===== src/rtl/trap_pkg.sv =====
package trap_pkg;

  localparam int NSRC  = 7;
  localparam int NBANK = 5;
  localparam int BIDX_W = $clog2(NBANK);

  localparam logic [4:0] MODE_USR = 5'h10;
  localparam logic [4:0] MODE_FIQ = 5'h11;
  localparam logic [4:0] MODE_IRQ = 5'h12;
  localparam logic [4:0] MODE_SVC = 5'h13;
  localparam logic [4:0] MODE_ABT = 5'h17;
  localparam logic [4:0] MODE_UND = 5'h1B;

  localparam logic [7:0] RESET_SR = 8'hD3;

  // Request order equals priority order, index 0 highest.
  typedef enum logic [2:0] {
    EX_NONE = 3'd0,
    EX_RST  = 3'd1,
    EX_DABT = 3'd2,
    EX_FIQ  = 3'd3,
    EX_IRQ  = 3'd4,
    EX_PABT = 3'd5,
    EX_UND  = 3'd6,
    EX_SWI  = 3'd7
  } exc_e;

  typedef struct packed {
    logic [4:0] mode;
    logic [7:0] vec;
    logic [3:0] lr_off;
    logic       set_f;
  } entry_t;

  function automatic entry_t entry_attr(exc_e k);
    entry_t a;
    a = '{mode: MODE_SVC, vec: 8'h00, lr_off: 4'd4, set_f: 1'b0};
    case (k)
      EX_RST:  a = '{mode: MODE_SVC, vec: 8'h00, lr_off: 4'd4, set_f: 1'b1};
      EX_DABT: a = '{mode: MODE_ABT, vec: 8'h10, lr_off: 4'd8, set_f: 1'b0};
      EX_FIQ:  a = '{mode: MODE_FIQ, vec: 8'h1C, lr_off: 4'd8, set_f: 1'b1};
      EX_IRQ:  a = '{mode: MODE_IRQ, vec: 8'h18, lr_off: 4'd8, set_f: 1'b0};
      EX_PABT: a = '{mode: MODE_ABT, vec: 8'h0C, lr_off: 4'd4, set_f: 1'b0};
      EX_UND:  a = '{mode: MODE_UND, vec: 8'h04, lr_off: 4'd4, set_f: 1'b0};
      EX_SWI:  a = '{mode: MODE_SVC, vec: 8'h08, lr_off: 4'd4, set_f: 1'b0};
      default: a = '{mode: MODE_SVC, vec: 8'h00, lr_off: 4'd4, set_f: 1'b0};
    endcase
    return a;
  endfunction

  // Returns {has_bank, bank_index}.
  function automatic logic [BIDX_W:0] bank_of(logic [4:0] m);
    logic [BIDX_W:0] r;
    case (m)
      MODE_FIQ: r = {1'b1, BIDX_W'(0)};
      MODE_IRQ: r = {1'b1, BIDX_W'(1)};
      MODE_SVC: r = {1'b1, BIDX_W'(2)};
      MODE_ABT: r = {1'b1, BIDX_W'(3)};
      MODE_UND: r = {1'b1, BIDX_W'(4)};
      default:  r = '0;
    endcase
    return r;
  endfunction

endpackage


===== src/rtl/trap_arbiter.sv =====
module trap_arbiter
  import trap_pkg::*;
(
  input  logic [NSRC-1:0] req,
  input  logic            irq_mask,
  input  logic            fiq_mask,
  output exc_e            kind
);

  logic [NSRC-1:0] elig;

  always_comb begin
    elig    = req;
    elig[2] = req[2] & ~fiq_mask;
    elig[3] = req[3] & ~irq_mask;
    kind    = EX_NONE;
    for (int i = NSRC - 1; i >= 0; i--) begin
      if (elig[i]) kind = exc_e'(3'(i + 1));
    end
  end

endmodule


===== src/rtl/trap_bank.sv =====
module trap_bank #(
  parameter int XLEN  = 32,
  parameter int NBANK = 5,
  localparam int IW   = $clog2(NBANK)
) (
  input  logic            clk,
  input  logic            rst_n,
  input  logic            clr,
  input  logic            we,
  input  logic [IW-1:0]   widx,
  input  logic [XLEN-1:0] wlr,
  input  logic [XLEN-1:0] wspsr,
  input  logic [IW-1:0]   ridx,
  output logic [XLEN-1:0] rlr,
  output logic [XLEN-1:0] rspsr
);

  logic [XLEN-1:0] lr_q   [NBANK];
  logic [XLEN-1:0] spsr_q [NBANK];

  for (genvar g = 0; g < NBANK; g++) begin : g_bank
    logic en;
    assign en = clr | (we & (widx == IW'(g)));
    always_ff @(posedge clk or negedge rst_n) begin
      if (!rst_n) begin
        lr_q[g]   <= '0;
        spsr_q[g] <= '0;
      end else if (en) begin
        lr_q[g]   <= clr ? '0 : wlr;
        spsr_q[g] <= clr ? '0 : wspsr;
      end
    end
  end

  always_comb begin
    rlr   = '0;
    rspsr = '0;
    for (int i = 0; i < NBANK; i++) begin
      if (ridx == IW'(i)) begin
        rlr   = lr_q[i];
        rspsr = spsr_q[i];
      end
    end
  end

endmodule


===== src/rtl/trap_sequencer.sv =====
module trap_sequencer
  import trap_pkg::*;
#(
  parameter int XLEN  = 32,
  parameter int SWI_W = 24
) (
  input  logic             clk,
  input  logic             rst_n,
  input  logic             req_rst,
  input  logic             req_dabt,
  input  logic             req_fiq,
  input  logic             req_irq,
  input  logic             req_pabt,
  input  logic             req_und,
  input  logic             req_swi,
  input  logic             exc_ret,
  input  logic             ret_sub4,
  input  logic             sr_we,
  input  logic [XLEN-1:0]  sr_wdata,
  input  logic [XLEN-1:0]  cur_pc,
  input  logic [XLEN-1:0]  insn,
  output logic             pc_load,
  output logic [XLEN-1:0]  pc_out,
  output logic [XLEN-1:0]  sr,
  output logic [XLEN-1:0]  lr_cur,
  output logic [XLEN-1:0]  spsr_cur,
  output logic [SWI_W-1:0] swi_num
);

  localparam logic [XLEN-1:0] SWI_MASK = XLEN'({SWI_W{1'b1}});

  // State registers
  logic [XLEN-1:0]  sr_q, pc_q;
  logic             load_q;
  logic [SWI_W-1:0] swi_q;

  // Next state and enables
  logic [XLEN-1:0]  sr_d, pc_d;
  logic             load_d;
  logic [SWI_W-1:0] swi_d;
  logic             sr_en, pc_en, swi_en;

  // Decode
  exc_e            kind;
  entry_t          attr;
  logic [BIDX_W:0] tgt_b, cur_b;
  logic            ret_ok;

  // Bank ports
  logic              bk_clr, bk_we;
  logic [XLEN-1:0]   bk_lr, rd_lr, rd_spsr;

  trap_arbiter u_arb (
    .req      ({req_swi, req_und, req_pabt, req_irq, req_fiq, req_dabt, req_rst}),
    .irq_mask (sr_q[7]),
    .fiq_mask (sr_q[6]),
    .kind     (kind)
  );

  trap_bank #(.XLEN(XLEN), .NBANK(NBANK)) u_bank (
    .clk   (clk),
    .rst_n (rst_n),
    .clr   (bk_clr),
    .we    (bk_we),
    .widx  (tgt_b[BIDX_W-1:0]),
    .wlr   (bk_lr),
    .wspsr (sr_q),
    .ridx  (cur_b[BIDX_W-1:0]),
    .rlr   (rd_lr),
    .rspsr (rd_spsr)
  );

  always_comb begin
    attr   = entry_attr(kind);
    tgt_b  = bank_of(attr.mode);
    cur_b  = bank_of(sr_q[4:0]);
    ret_ok = exc_ret & cur_b[BIDX_W];
    bk_lr  = cur_pc + XLEN'(attr.lr_off);

    sr_d   = sr_q;
    pc_d   = pc_q;
    load_d = 1'b0;
    swi_d  = swi_q;
    sr_en  = 1'b0;
    swi_en = 1'b0;
    bk_clr = 1'b0;
    bk_we  = 1'b0;

    if (kind == EX_RST) begin
      sr_d   = XLEN'(RESET_SR);
      pc_d   = '0;
      load_d = 1'b1;
      swi_d  = '0;
      sr_en  = 1'b1;
      swi_en = 1'b1;
      bk_clr = 1'b1;
    end else if (kind != EX_NONE) begin
      sr_d   = {sr_q[XLEN-1:8], 1'b1, sr_q[6] | attr.set_f, 1'b0, attr.mode};
      pc_d   = XLEN'(attr.vec);
      load_d = 1'b1;
      sr_en  = 1'b1;
      bk_we  = 1'b1;
      if (kind == EX_SWI) begin
        swi_d  = SWI_W'(insn & SWI_MASK);
        swi_en = 1'b1;
      end
    end else if (ret_ok) begin
      sr_d   = rd_spsr;
      pc_d   = rd_lr - XLEN'(ret_sub4 ? 4 : 0);
      load_d = 1'b1;
      sr_en  = 1'b1;
    end else if (sr_we) begin
      sr_d  = sr_wdata;
      sr_en = 1'b1;
    end
    pc_en = load_d;
  end

  always_ff @(posedge clk or negedge rst_n) begin
    if (!rst_n) begin
      sr_q   <= XLEN'(RESET_SR);
      pc_q   <= '0;
      load_q <= 1'b1;
      swi_q  <= '0;
    end else begin
      load_q <= load_d;
      if (sr_en)  sr_q  <= sr_d;
      if (pc_en)  pc_q  <= pc_d;
      if (swi_en) swi_q <= swi_d;
    end
  end

  assign pc_load  = load_q;
  assign pc_out   = pc_q;
  assign sr       = sr_q;
  assign swi_num  = swi_q;
  assign lr_cur   = cur_b[BIDX_W] ? rd_lr   : '0;
  assign spsr_cur = cur_b[BIDX_W] ? rd_spsr : '0;

endmodule


===== config.mk =====
export PLATFORM = sky130hd
export DESIGN_NAME = trap_sequencer
export DESIGN_NICKNAME = d
export VERILOG_FILES = /design/src/rtl/trap_pkg.sv /design/src/rtl/trap_arbiter.sv /design/src/rtl/trap_bank.sv /design/src/rtl/trap_sequencer.sv
export SDC_FILE = /design/constraint.sdc
export NUM_CORES = 1
export LEC_CHECK = 0
export CORE_MARGIN = 1.5
export CORE_UTILIZATION = 35
export CTS_CLUSTER_SIZE = 8
export DETAILED_ROUTE_END_ITERATION = 8
export DONT_BUFFER_PORTS = 1
export GPL_TIMING_DRIVEN = 1
export HOLD_SLACK_MARGIN = 0.15
export PLACE_DENSITY = 0.58
export SYNTH_ARGS = -nofsm -noshare
export SYNTH_HDL_FRONTEND = slang
export SYNTH_SLANG_ARGS = --single-unit

===== constraint.sdc =====
create_clock -name clk -period 6.8 [get_ports clk]
set_input_delay 0.68 -clock clk [delete_from_list [all_inputs] [get_ports clk]]
set_output_delay 0.68 -clock clk [all_outputs]
set_load 0.02 [all_outputs]

After elaboration in Yosys (flattened, before gate mapping). Cells that the tools add are included. Widths: inputs -> output; s select.

Bits in registers: 409. Bits of input ports: 108. Output and inout bits: 153. Word-level logic and storage cells: 119.

Muxes and demuxes: 48. Bitwise logic cells: 16. Eq/ne operators: 26. Reductions and logical operators: 12. $add $sub $neg: 2.

Operators by type and width (number): $mux 32 (21); $pmux 17 s7 (1); $mux 24 (3); $eq 5x5->1 const B (10); $add 32x4->32 (1); $sub 32x3->32 (1); $mux 3 (8); $pmux 4 s5 (1); $eq 3x2->1 const B (6); $eq 3x3->1 const B (6); $pmux 3 s5 (1); $mux 1 (13); $eq 3x1->1 const B (3); $reduce_bool 3->1 (3); $and 1x1->1 (8); $logic_not 3->1 (2); $or 1x1->1 (6); $reduce_and 3->1 (2); $reduce_and 2->1 (2); $reduce_bool 2->1 (2); $reduce_bool 4->1 (1); $ne 2x2->1 const B (1); $not 1->1 (2).

Logic depth before layout (Yosys ltp). Gate-level depths: netlist of run 1.

Word-level depth: 14. Mapped depth: 19.

Hierarchy. From an unflattened synthesis of run 1, not the netlist that was laid out.

Cells, all modules: 2385. Area, all modules: 20673.6 µm².

Modules (own cells, without submodules): trap_bank (cells an instance 1769, area an instance 15073.2 µm², times used 1); trap_sequencer (cells an instance 603, area an instance 5522.8 µm², times used 1); trap_arbiter (cells an instance 13, area an instance 77.6 µm², times used 1).

Least setup slack after synthesis of run 1. No wires, ideal clock.

Kind: input -> register. Start point: input req_irq. End point: register u_bank.lr_q[158] in the netlist's numbering. Slack: 2.479 ns. Data arrival time: 4.197 ns. Cell stages on the path: 17. Setup time: 0.125 ns. Path through: nor2b_1 nor2_1 a211oi_1 clkbuf_1 nand3_1 clkbuf_1 clkbuf_1 o21ai_0 inv_1 ha_1 inv_1 fa_1 nor4_1 nand3_1 xor2_1 nor2_1 mux2_2.

Cells in the longest elaborated chain, start to end: 12. Elaborated cells between the ends (all ways): 28.

Ends and longest elaborated chain: start, declared (RTL line trap_sequencer.sv:12) `input logic req_irq,`; $and 1x1->1 * (RTL line trap_arbiter.sv:15) `elig[3] = req[3] & ~irq_mask;`; $mux 3 * (4 in a row) (RTL line trap_arbiter.sv:18) `if (elig[i]) kind = exc_e'(3'(i + 1));`; parallel branches: the longest is 7 deep, another holds $add 32x4->32; end signal, assigned by index (RTL line trap_bank.sv:29) `lr_q[g] <= clr ? '0 : wlr;`; end, declared (RTL line trap_bank.sv:18) `logic [XLEN-1:0] lr_q [NBANK];`.

Mark *: on every way between the ends. A chain may end at the register's enable or synchronous reset.

Worst setup path after layout of run 1.
Start point: register sr_q[1], in the netlist sr[1]. End point: output lr_cur[1].

Cells in the longest elaborated chain, start to end: 9. Elaborated cells between the ends (all ways): 17.

Ends and longest elaborated chain: start, declared (RTL line trap_sequencer.sv:33) `logic [XLEN-1:0] sr_q, pc_q;`; start signal, assigned (RTL line trap_sequencer.sv:121) `sr_q <= XLEN'(RESET_SR);`; start signal, assigned (RTL line trap_sequencer.sv:127) `if (sr_en) sr_q <= sr_d;`; $eq 5x5->1 (RTL line trap_pkg.sv:54) `case (m)`; $pmux 4 s5 * (RTL line trap_pkg.sv:54); $logic_not 3->1 (RTL line trap_bank.sv:39) `if (ridx == IW'(i)) begin`; $mux 32 (5 in a row) (RTL line trap_bank.sv:39); $mux 32 * (RTL line trap_sequencer.sv:137) `assign lr_cur = cur_b[BIDX_W] ? rd_lr : '0;`; end, declared (RTL line trap_sequencer.sv:25) `output logic [XLEN-1:0] lr_cur,`.

Mark *: on every way between the ends. The rest lies on a longest branch, timed or not.

==> flow_summary.yaml, run 1 <==
global_route:
  grt_pass1_wl_mm: 107
  antenna_found_initial: 1
  grt_pass1_vias: 17100
  grt_max_degree: 410
  grt_use_total: 0.231
  grt_remaining_overflow: 0
placed_design:
  hpwl_mm: 42.2
  placed_cells: 2992
  gp_congestion: 0.812
  port_buffers: 0
  place_area_um2: 20900
synth:
  yosys_warnings: 0
  synthTopCellsByArea: "dfrtp_1, nand2_1, o21ai_0"
  syn_avg_cell_area_um2: 8.54
  synth_edf_count: 0
  ys_types: 76
  syn_inst: 2382
  syn_area_um2: 20300
  synth_top_area_share: 0.496
  ys.flop_type: "dfrtp_1"
  yosysTopAreaCell: "dfrtp_1"
  async_reset_ff_frac: 1.00
  synth_nets: 2495
  ys_seq_area_frac: 0.503
  ys_seq_elements: 409
floorplanning:
  dieArea_um2: 59600
  initial_core_util: 0.353
  core-area_um2: 57600
  rows: 88
  fp.dieH_um: 244
  ios: 261
  fp.dieW_um: 244
sta:
  slew_viol_final: 0
  setup_viol: 0
  max_freq_mhz: 197
  rsz0062_at_grt: "false"
  finalCritPeriodShare: 0.748
  max_slew.worst_pin.slew_ns: 1.26
  slew_headroom: 0.158
  tns_ns: 0
  holdWs_ns: -0.184
  hold_violations: 171
  clock_skew_ns: 0.0276
  min_period_ns: 5.09
power_and_ir_drop:
  worst_ir_drop_vdd_mv: 0.196
  p_per_area_nw_per_um2: 282
  p_leak_nw: 9.43
  finalPower_w: 0.00632
cts:
  cts_sinks: 409
  cts_resized: 0
  clk_latency_ns: 0.61
  numCtsBuffers: 57
  postCtsSetupBuffers: 0
  htree_levels: 2
  cts_tree: "built"
  clock-root-buffer: "clkbuf_16"
  clock_path_buffers: 3
  cts.reportedPaths.clkPinSlew_ns: 0.05
detailed_routing:
  drt_iter0_drc: 1739
  post_drt_wl_per_cell_um: 22.9
  vias_per_cell: 5.76
  drtPass1Iterations: 5
  wl_met1_mm: 30.8
  wl_met2_mm: 32.5
  antenna_left: 0
  top_layer: "met4"
  finalWirelength_mm: 70.2
  drc: 0
  dr_wl_met3_mm: 5.57
  via_count: 17600
critical_path:
  crit_arrival_ns: 4.41
  critical-path-slowest-cell: "dfstp_2"
  worstPathRequired_ns: 6.12
  end_kind: "output port"
  cp_cell_sequence: "and4bb_2, a2bb2oi_4, buf_4, nand2_1, a21oi_1, a221oi_1, nor2_1"
  path_class: "reg2out"
  start_kind: "flip-flop"
  reg2reg_depth: 15
  cp_max_fo: 38
  max_stage_delay_ns: 0.96
finish:
  final_nets: 2400
  drive_gt1_frac: 0.0814
  final_common_cell: "nand2_1"
  design_area_um2: 22400
  final_cell_mix: "nand2_1, dfrtp_1, o21ai_0"
  filler_cell_count: 5738
  instances_no_fill: 3061
  n_antenna_cell: 0
  area_delta_synth_final_pct: 10.3
flow_run:
  max-cap-violations: 0
status:
  violations: "negative hold slack"
  status: "finished, violations left"
hold_path:
  hold_path.class: "in2async"
-- logic make-up after synthesis --
logic type / Yosys count / synth area share
compound gates: 657 / 0.195
mux: 25 / 0.0133
simple gates: 1012 / 0.217
flops: 409 / 0.503
fa+ha+maj: 6 / 0.00394
xor+xnor: 47 / 0.0206
buf+inv: 226 / 0.0468
-- path summary, 6_finish.rpt --
check | slack [ns] | startpoint | end
setup / recovery | 1.71 | sr[1] | lr_cur[1]
hold / removal | -0.18 | rst_n | u_bank.spsr_q[7]
setup reg to reg | 1.72 | sr[7] | u_bank.lr_q[158]
hold reg to reg | 0.47 | u_bank.lr_q[37] | u_bank.lr_q[37]
max in group asynchronous | 5.98 | rst_n | u_bank.lr_q[65]
min in group clk | 0.19 | req_rst | u_bank.lr_q[30]
-- flip-flops by register name, indices dropped and copies added (netlist names) --
signal	cells
u_bank.lr_q	160
u_bank.spsr_q	160
pc_out	32
sr	32
swi_num	24
pc_load	1
-- through the flow --
step | hold WS (ns) | utilization | setup slack [ns]
6_report | -0.184 | 0.390 | 1.71
3_3_place_gp | 0.425 | 0.363 | 1.67
5_1_grt | -0.204 | 0.390 | 1.31
3_5_place_dp | 0.421 | 0.363 | 1.63
2_1_floorplan | 0.384 | - | 2.48
4_1_cts | -0.214 | 0.389 | 1.67
-- area by class of cell --
| type | instances | area [um2] | share of cell area |
|---|---|---|---|
| Timing Repair Buffer | 48 | 363 | 0.0162 |
| Clock buffer | 67 | 1470 | 0.0657 |
| Sequential cell | 409 | 10200 | 0.457 |
| Inverter | 24 | 92.6 | 0.00413 |
| Tap cell | 765 | 957 | 0.0427 |
| Multi-Input combinational cell | 1747 | 9270 | 0.413 |
| Clock inverter | 1 | 30.0 | 0.00134 |
-- worst max-delay path, delay by kind of cell, from the launching register on --
kind / cells / cell delay [ns]
compound gates: 3 / 1.05
flops: 1 / 0.96
simple gates: 3 / 1.41
buf+inv: 1 / 0.35
-- metal layers --
layer / GRT usage / vias up
met5: 0 / -
met4: 0.0599 / 0
met3: 0.0485 / 97
met2: 0.369 / 694
met1: 0.319 / 8826
li1: - / 8021
-- synth_stat cells, types with 28 or more instances --
cell and n:
a21oi_1 195, nand2_1 574, a221oi_1 40, xnor2_1 28, o21ai_0 265, clkbuf_1 147, dfrtp_1 403, a22o_1 29
nand3_1 97, a211oi_1 32, nor2_1 181, nor3_1 38
-- where the power goes --
part / switching (W) / internal [W] / leakage (nW)
sequential: 0.0000862 / 0.00253 / 5.58
clock: 0.00103 / 0.00152 / 0.734
combinational: 0.000847 / 0.000304 / 3.12
total: 0.00196 / 0.00436 / 9.43
Power figures use the tool's default switching activity.
==> inputs of run 2 (changes only) <==
==> constraint.sdc (replaced) <==
create_clock -name clk -period 5.3 [get_ports clk]
set_input_delay 0.53 -clock clk [delete_from_list [all_inputs] [get_ports clk]]
set_output_delay 0.53 -clock clk [all_outputs]
set_load 0.02 [all_outputs]
==> run 2 against run 1 <==
Net effect:
- worst hold slack got worse by 0.16 ns
- final cell count rose by 2.2%
- non-clock buffer count rose by 61
- total power rose by 30%
- critical endpoint is now u_bank.lr_q[158]
- highest routed layer is now met5
- via count rose by 1.7%
- routed wire length rose by 0.99%
- the flow still finishes with violations (negative hold slack)
- combinational power rose by 35%
- first-iteration DRC count rose by 1.3%
- clock power rose by 30%
==> flow_summary.yaml, run 2 (synthesized netlist as in run 1, its figures left out) <==
status:
  status: "finished, violations left"
  violations: "negative hold slack"
cts:
  numCtsBuffers: 57
  clock-root-buffer: "clkbuf_16"
  cts_tree: "built"
  postCtsHoldBufs: 43
  clock_path_buffers: 3
  cts.reportedPaths.clkPinSlew_ns: 0.05
  cts_resized: 0
  postCtsSetupBuffers: 0
  clk_latency_ns: 0.61
  cts_sinks: 409
  htree_levels: 2
floorplanning:
  core-area_um2: 57600
  ios: 261
  fp.dieW_um: 244
  rows: 88
  dieArea_um2: 59600
  fp.dieH_um: 244
  initial_core_util: 0.353
sta:
  slew_viol_final: 0
  finalCritPeriodShare: 0.876
  tns_ns: 0
  hold_violations: 407
  max_freq_mhz: 215
  holdWs_ns: -0.340
  slew_headroom: 0.110
  setup_viol: 0
  rsz0062_at_grt: "false"
  clock_skew_ns: 0.0186
  max_slew.worst_pin.slew_ns: 1.34
  min_period_ns: 4.65
power_and_ir_drop:
  p_clk_frac: 0.403
  p_per_area_nw_per_um2: 356
  sw_frac_of_total: 0.314
  p_leak_nw: 9.73
  seq_power_share: 0.408
  p_int_w: 0.00565
  finalPower_w: 0.00822
  p_switching_w: 0.00258
  worst_ir_drop_vdd_mv: 0.239
  power_frac_comb: 0.189
finish:
  register_area_um2: 10200
  final_cell_mix: "nand2_1, dfrtp_1, o21ai_0"
  reg_top3: "u_bank.lr_q (160), u_bank.spsr_q (160)"
  drive_gt1_frac: 0.0884
  final_common_cell: "nand2_1"
  final_nets: 2461
  area_delta_synth_final_pct: 13.5
  filler_cell_count: 5707
  multi_input_area_um2: 9270
  n_antenna_cell: 0
placed_design:
  port_buffers: 0
  hpwl_mm: 43.8
  gp_congestion: 0.822
detailed_routing:
  drc: 0
  post_drt_wl_per_cell_um: 22.7
  antenna_left: 0
  vias_per_cell: 5.73
  drtPass1Iterations: 6
  finalWirelength_mm: 70.9
  via_count: 17900
  drt_iter0_drc: 1762
global_route:
  grt_max_degree: 410
  antenna_found_initial: 6
  grt_remaining_overflow: 0
  grt_pass1_vias: 17200
  grt_pass1_wl_mm: 108
  grt_use_total: 0.234
critical_path:
  cp_max_fo: 8
  crit_arrival_ns: 5.14
  reg2reg_to: "u_bank.lr_q[158]"
  reg2reg_depth: 16
  cp-startpoint: "sr[7]"
  end_kind: "flip-flop"
  reg2reg_slack_ns: 0.65
  r2r-start: "sr[7]"
  start_kind: "flip-flop"
  worstPathRequired_ns: 5.79
  path_class: "reg2reg"
hold_path:
  hold_path.class: "in2async"
flow_run:
  max-cap-violations: 0
## run 2: power groups by stage
stage	Sequential, W	Combinational, W	Clock (W)
final	0.00335	0.00155	0.00332
after global routing	0.00336	0.00167	0.00351
after CTS	0.00335	0.00154	0.00338
after detailed placement	0.00340	0.00149	0
after global placement	0.00340	0.00147	0
after floorplan	0.00337	0.00103	0
## run 2: metal layers
| layer | up-vias | track usage | routed length, um |
|---|---|---|---|
| li1 | 8155 | - | - |
| met1 | 8886 | 0.324 | 30700 |
| met2 | 775 | 0.367 | 32500 |
| met3 | 107 | 0.0511 | 6130 |
| met4 | 8 | 0.0688 | 1550 |
| met5 | - | 0 | 44 |
## run 2: per-stage QoR
| step | setup slack, ns | instance area [um2] | hold slack (ns) | utilization | cells |
|---|---|---|---|---|---|
| after CTS | 0.614 | 23100 | -0.375 | 0.401 | 3128 |
| final | 0.655 | 23100 | -0.340 | 0.401 | 3128 |
| after floorplan | 1.13 | 20300 | 0.234 | - | 2382 |
| after detailed placement | 0.655 | 21100 | 0.272 | 0.366 | 3011 |
| after global routing | 0.422 | 23100 | -0.364 | 0.401 | 3128 |
| after global placement | 0.636 | 21100 | 0.274 | 0.366 | 3011 |
## run 2: worst max path at each step
stage	end	slack, ns	cells past startpoint
after floorplan	u_bank.lr_q[158]	1.13	17
after global placement	u_bank.lr_q[158]	0.64	16
after detailed placement	u_bank.lr_q[158]	0.65	16
after CTS	u_bank.lr_q[158]	0.61	16
after global routing	u_bank.lr_q[158]	0.42	16
final	u_bank.lr_q[158]	0.65	16
## run 2: cell type report
class                   instances  area share
multi-input cells            1747       0.402
inverters                      24     0.00401
flip-flops and latches        409       0.444
repair buffers                109      0.0420
clock inverters                 4     0.00309
clock buffers                  70      0.0639
well taps                     765      0.0415
## run 2: worst max-delay path, stage by stage (launching register included)
cell,delay (ns)
dfstp_2,0.68
nand2b_1,0.16
o21ai_0,0.08
a21oi_1,0.30
nor2_1,0.21
nand3_1,0.15
o21ai_0,0.40
inv_1,0.16
ha_1,0.28
inv_1,0.09
fa_1,0.46
nor4_1,0.30
buf_4,0.18
nand3_1,0.08
xor2_1,0.62
nor2_1,0.08
mux2_2,0.28
==> inputs of run 3 (changes only) <==
--- a/config.mk
+++ b/config.mk
@@ -5,6 +5,8 @@
 export SDC_FILE = /design/constraint.sdc
 export NUM_CORES = 1
 export LEC_CHECK = 0
+export CELL_PAD_IN_SITES_DETAIL_PLACEMENT = 2
+export CELL_PAD_IN_SITES_GLOBAL_PLACEMENT = 2
 export CORE_MARGIN = 1.5
 export CORE_UTILIZATION = 35
 export CTS_CLUSTER_SIZE = 8
@@ -12,7 +14,7 @@
 export DONT_BUFFER_PORTS = 1
 export GPL_TIMING_DRIVEN = 1
 export HOLD_SLACK_MARGIN = 0.15
-export PLACE_DENSITY = 0.58
+export PLACE_DENSITY = 0.82
 export SYNTH_ARGS = -nofsm -noshare
 export SYNTH_HDL_FRONTEND = slang
 export SYNTH_SLANG_ARGS = --single-unit
==> constraint.sdc (replaced) <==
create_clock -name clk -period 5.3 [get_ports clk]
set_input_delay 0.53 -clock clk [delete_from_list [all_inputs] [get_ports clk]]
set_output_delay 0.53 -clock clk [all_outputs]
set_load 0.01 [all_outputs]
==> run 3 against run 2 <==
Net effect:
- sequential share of layout area is 0.18 points lower
- register-to-register slack worse by 0.11 ns
- the run ends with negative hold slack, max-slew violations left
- clock power is 4% higher
- routed wire length is 23% higher
- non-clock buffer count is 3 higher
- flip-flop and latch count stayed put
- largest cell class unchanged
- critical endpoint is now u_bank.lr_q[90]
- final area is 0.36% higher
==> flow_summary.yaml, run 3 (synthesized netlist as in run 1, its figures left out) <==
finish:
  final_cell_mix: "nand2_1, dfrtp_1, o21ai_0"
  design_area_um2: 23200
  final_common_cell: "nand2_1"
  reg_top3: "u_bank.lr_q (160), u_bank.spsr_q (160)"
  filler_cell_count: 6289
  drive_gt1_frac: 0.0872
  area_delta_synth_final_pct: 13.9
  final_nets: 2464
  multi_input_area_um2: 9270
  register_area_um2: 10200
floorplanning:
  dieArea_um2: 59600
  fp.dieW_um: 244
  core-area_um2: 57600
  ios: 261
  initial_core_util: 0.353
  fp.dieH_um: 244
  rows: 88
critical_path:
  cp_cell_sequence: "nand2b_1, o21ai_0, a21oi_1, nor2_1, nand3_1, o21ai_0, buf_4, inv_1, ha_1, inv_1, fa_1, nor4_1, and2_1, nand4_1, xnor2_1, nand2_1, o21ai_0"
  reg2reg_to: "u_bank.lr_q[90]"
  path_buf_inv: 3
  cp_max_fo: 8
  cp-startpoint: "sr[7]"
  start_kind: "flip-flop"
  crit_arrival_ns: 5.23
  reg2reg_slack_ns: 0.55
  max_stage_delay_ns: 0.72
  reg2reg_depth: 17
  worstPathRequired_ns: 5.78
  path_class: "reg2reg"
  r2r-start: "sr[7]"
  crit_top_cell: "o21ai_0"
  cpLargestDelayFamily: "simple AND/OR/NAND/NOR gates"
  end_kind: "flip-flop"
  critical-path-slowest-cell: "nor4_1"
detailed_routing:
  drc: 0
  post_drt_wl_per_cell_um: 27.7
  wl_met2_mm: 42.6
  drt_iter0_drc: 1360
  vias_per_cell: 6.11
  via_count: 19200
  dr_wl_met3_mm: 5.45
  wl_met1_mm: 36.0
  antenna_left: 0
  finalWirelength_mm: 87.2
  top_layer: "met5"
  drtPass1Iterations: 5
cts:
  cts.reportedPaths.clkPinSlew_ns: 0.06
  cts_tree: "built"
  cts_sinks: 409
  postCtsHoldBufs: 48
  clk_latency_ns: 0.68
  clock_path_buffers: 3
  numCtsBuffers: 57
  htree_levels: 2
  clock-root-buffer: "clkbuf_16"
status:
  violations: "negative hold slack, max-slew violations"
  status: "finished, violations left"
sta:
  setup_viol: 0
  holdWs_ns: -0.426
  clock_skew_ns: 0.0924
  min_period_ns: 4.75
  rsz0062_at_grt: "false"
  max_slew.worst_pin.slew_ns: 1.67
  tns_ns: 0
  slew_headroom: -0.112
  max_freq_mhz: 210
  finalCritPeriodShare: 0.897
  hold_violations: 403
  slew_viol_final: 185
placed_design:
  port_buffers: 0
  gp_congestion: 0.823
  hpwl_mm: 51.5
  place_area_um2: 21100
power_and_ir_drop:
  p_leak_nw: 9.75
  worst_ir_drop_vdd_mv: 0.271
  p_switching_w: 0.00274
  p_per_area_nw_per_um2: 362
  p_int_w: 0.00564
  sw_frac_of_total: 0.327
  power_frac_comb: 0.188
  p_clk_frac: 0.412
  seq_power_share: 0.399
flow_run:
  max-cap-violations: 0
global_route:
  antenna_found_initial: 3
  grt_pass1_wl_mm: 133
  grt_max_degree: 410
  grt_pass1_vias: 21300
  grt_use_total: 0.289
  grt_remaining_overflow: 0
hold_path:
  hold_path.class: "in2async"
run 3: cell type report:
cell class	instances	share of cell area
Antenna cell	2	0.000216
Clock buffer	79	0.0651
Clock inverter	4	0.00421
Inverter	24	0.00400
Multi-Input combinational cell	1747	0.400
Sequential cell	409	0.442
Tap cell	765	0.0413
Timing Repair Buffer	112	0.0428
run 3: repair_timing:
action,CTS,global route
hold endpoints to repair,593,409
resized for setup,0,0
setup buffers,0,0
run 3: worst max path at each step:
stage | to | slack, ns | cells after the start
2_1_floorplan | u_bank.lr_q[158] | 1.13 | 17
3_3_place_gp | u_bank.lr_q[154] | 0.86 | 17
3_5_place_dp | u_bank.lr_q[90] | 0.71 | 17
4_1_cts | u_bank.lr_q[90] | 0.56 | 17
5_1_grt | u_bank.lr_q[90] | 0.17 | 17
6_report | u_bank.lr_q[90] | 0.55 | 17
run 3: power groups by stage:
stage / Combinational, W / Clock [W] / Sequential [W]
2_1_floorplan: 0.000945 / 0 / 0.00336
3_3_place_gp: 0.00141 / 0 / 0.00338
3_5_place_dp: 0.00148 / 0 / 0.00339
4_1_cts: 0.00155 / 0.00350 / 0.00334
5_1_grt: 0.00168 / 0.00361 / 0.00336
6_report: 0.00158 / 0.00345 / 0.00335
run 3: metrics by stage:
stage / cells / total power, W / hold WS (ns) / setup WS (ns) / util
2_1_floorplan: 2382 / 0.00430 / 0.234 / 1.13 / -
3_3_place_gp: 3009 / 0.00480 / 0.273 / 0.856 / 0.366
3_5_place_dp: 3009 / 0.00487 / 0.270 / 0.708 / 0.366
4_1_cts: 3140 / 0.00839 / -0.428 / 0.556 / 0.402
5_1_grt: 3141 / 0.00864 / -0.440 / 0.172 / 0.402
6_report: 3142 / 0.00838 / -0.426 / 0.547 / 0.402
run 3: worst reg2reg max path, cell delays in order (launching register included):
cell	delay [ns]
dfstp_2	0.66
nand2b_1	0.18
o21ai_0	0.09
a21oi_1	0.37
nor2_1	0.24
nand3_1	0.16
o21ai_0	0.09
buf_4	0.18
inv_1	0.06
ha_1	0.23
inv_1	0.09
fa_1	0.46
nor4_1	0.72
and2_1	0.25
nand4_1	0.12
xnor2_1	0.28
nand2_1	0.17
o21ai_0	0.23
run 3: routing by layer:
layer	GRT usage	vias up
li1	-	8152
met1	0.361	10200
met2	0.488	655
met3	0.0574	202
met4	0.120	2
met5	0	-
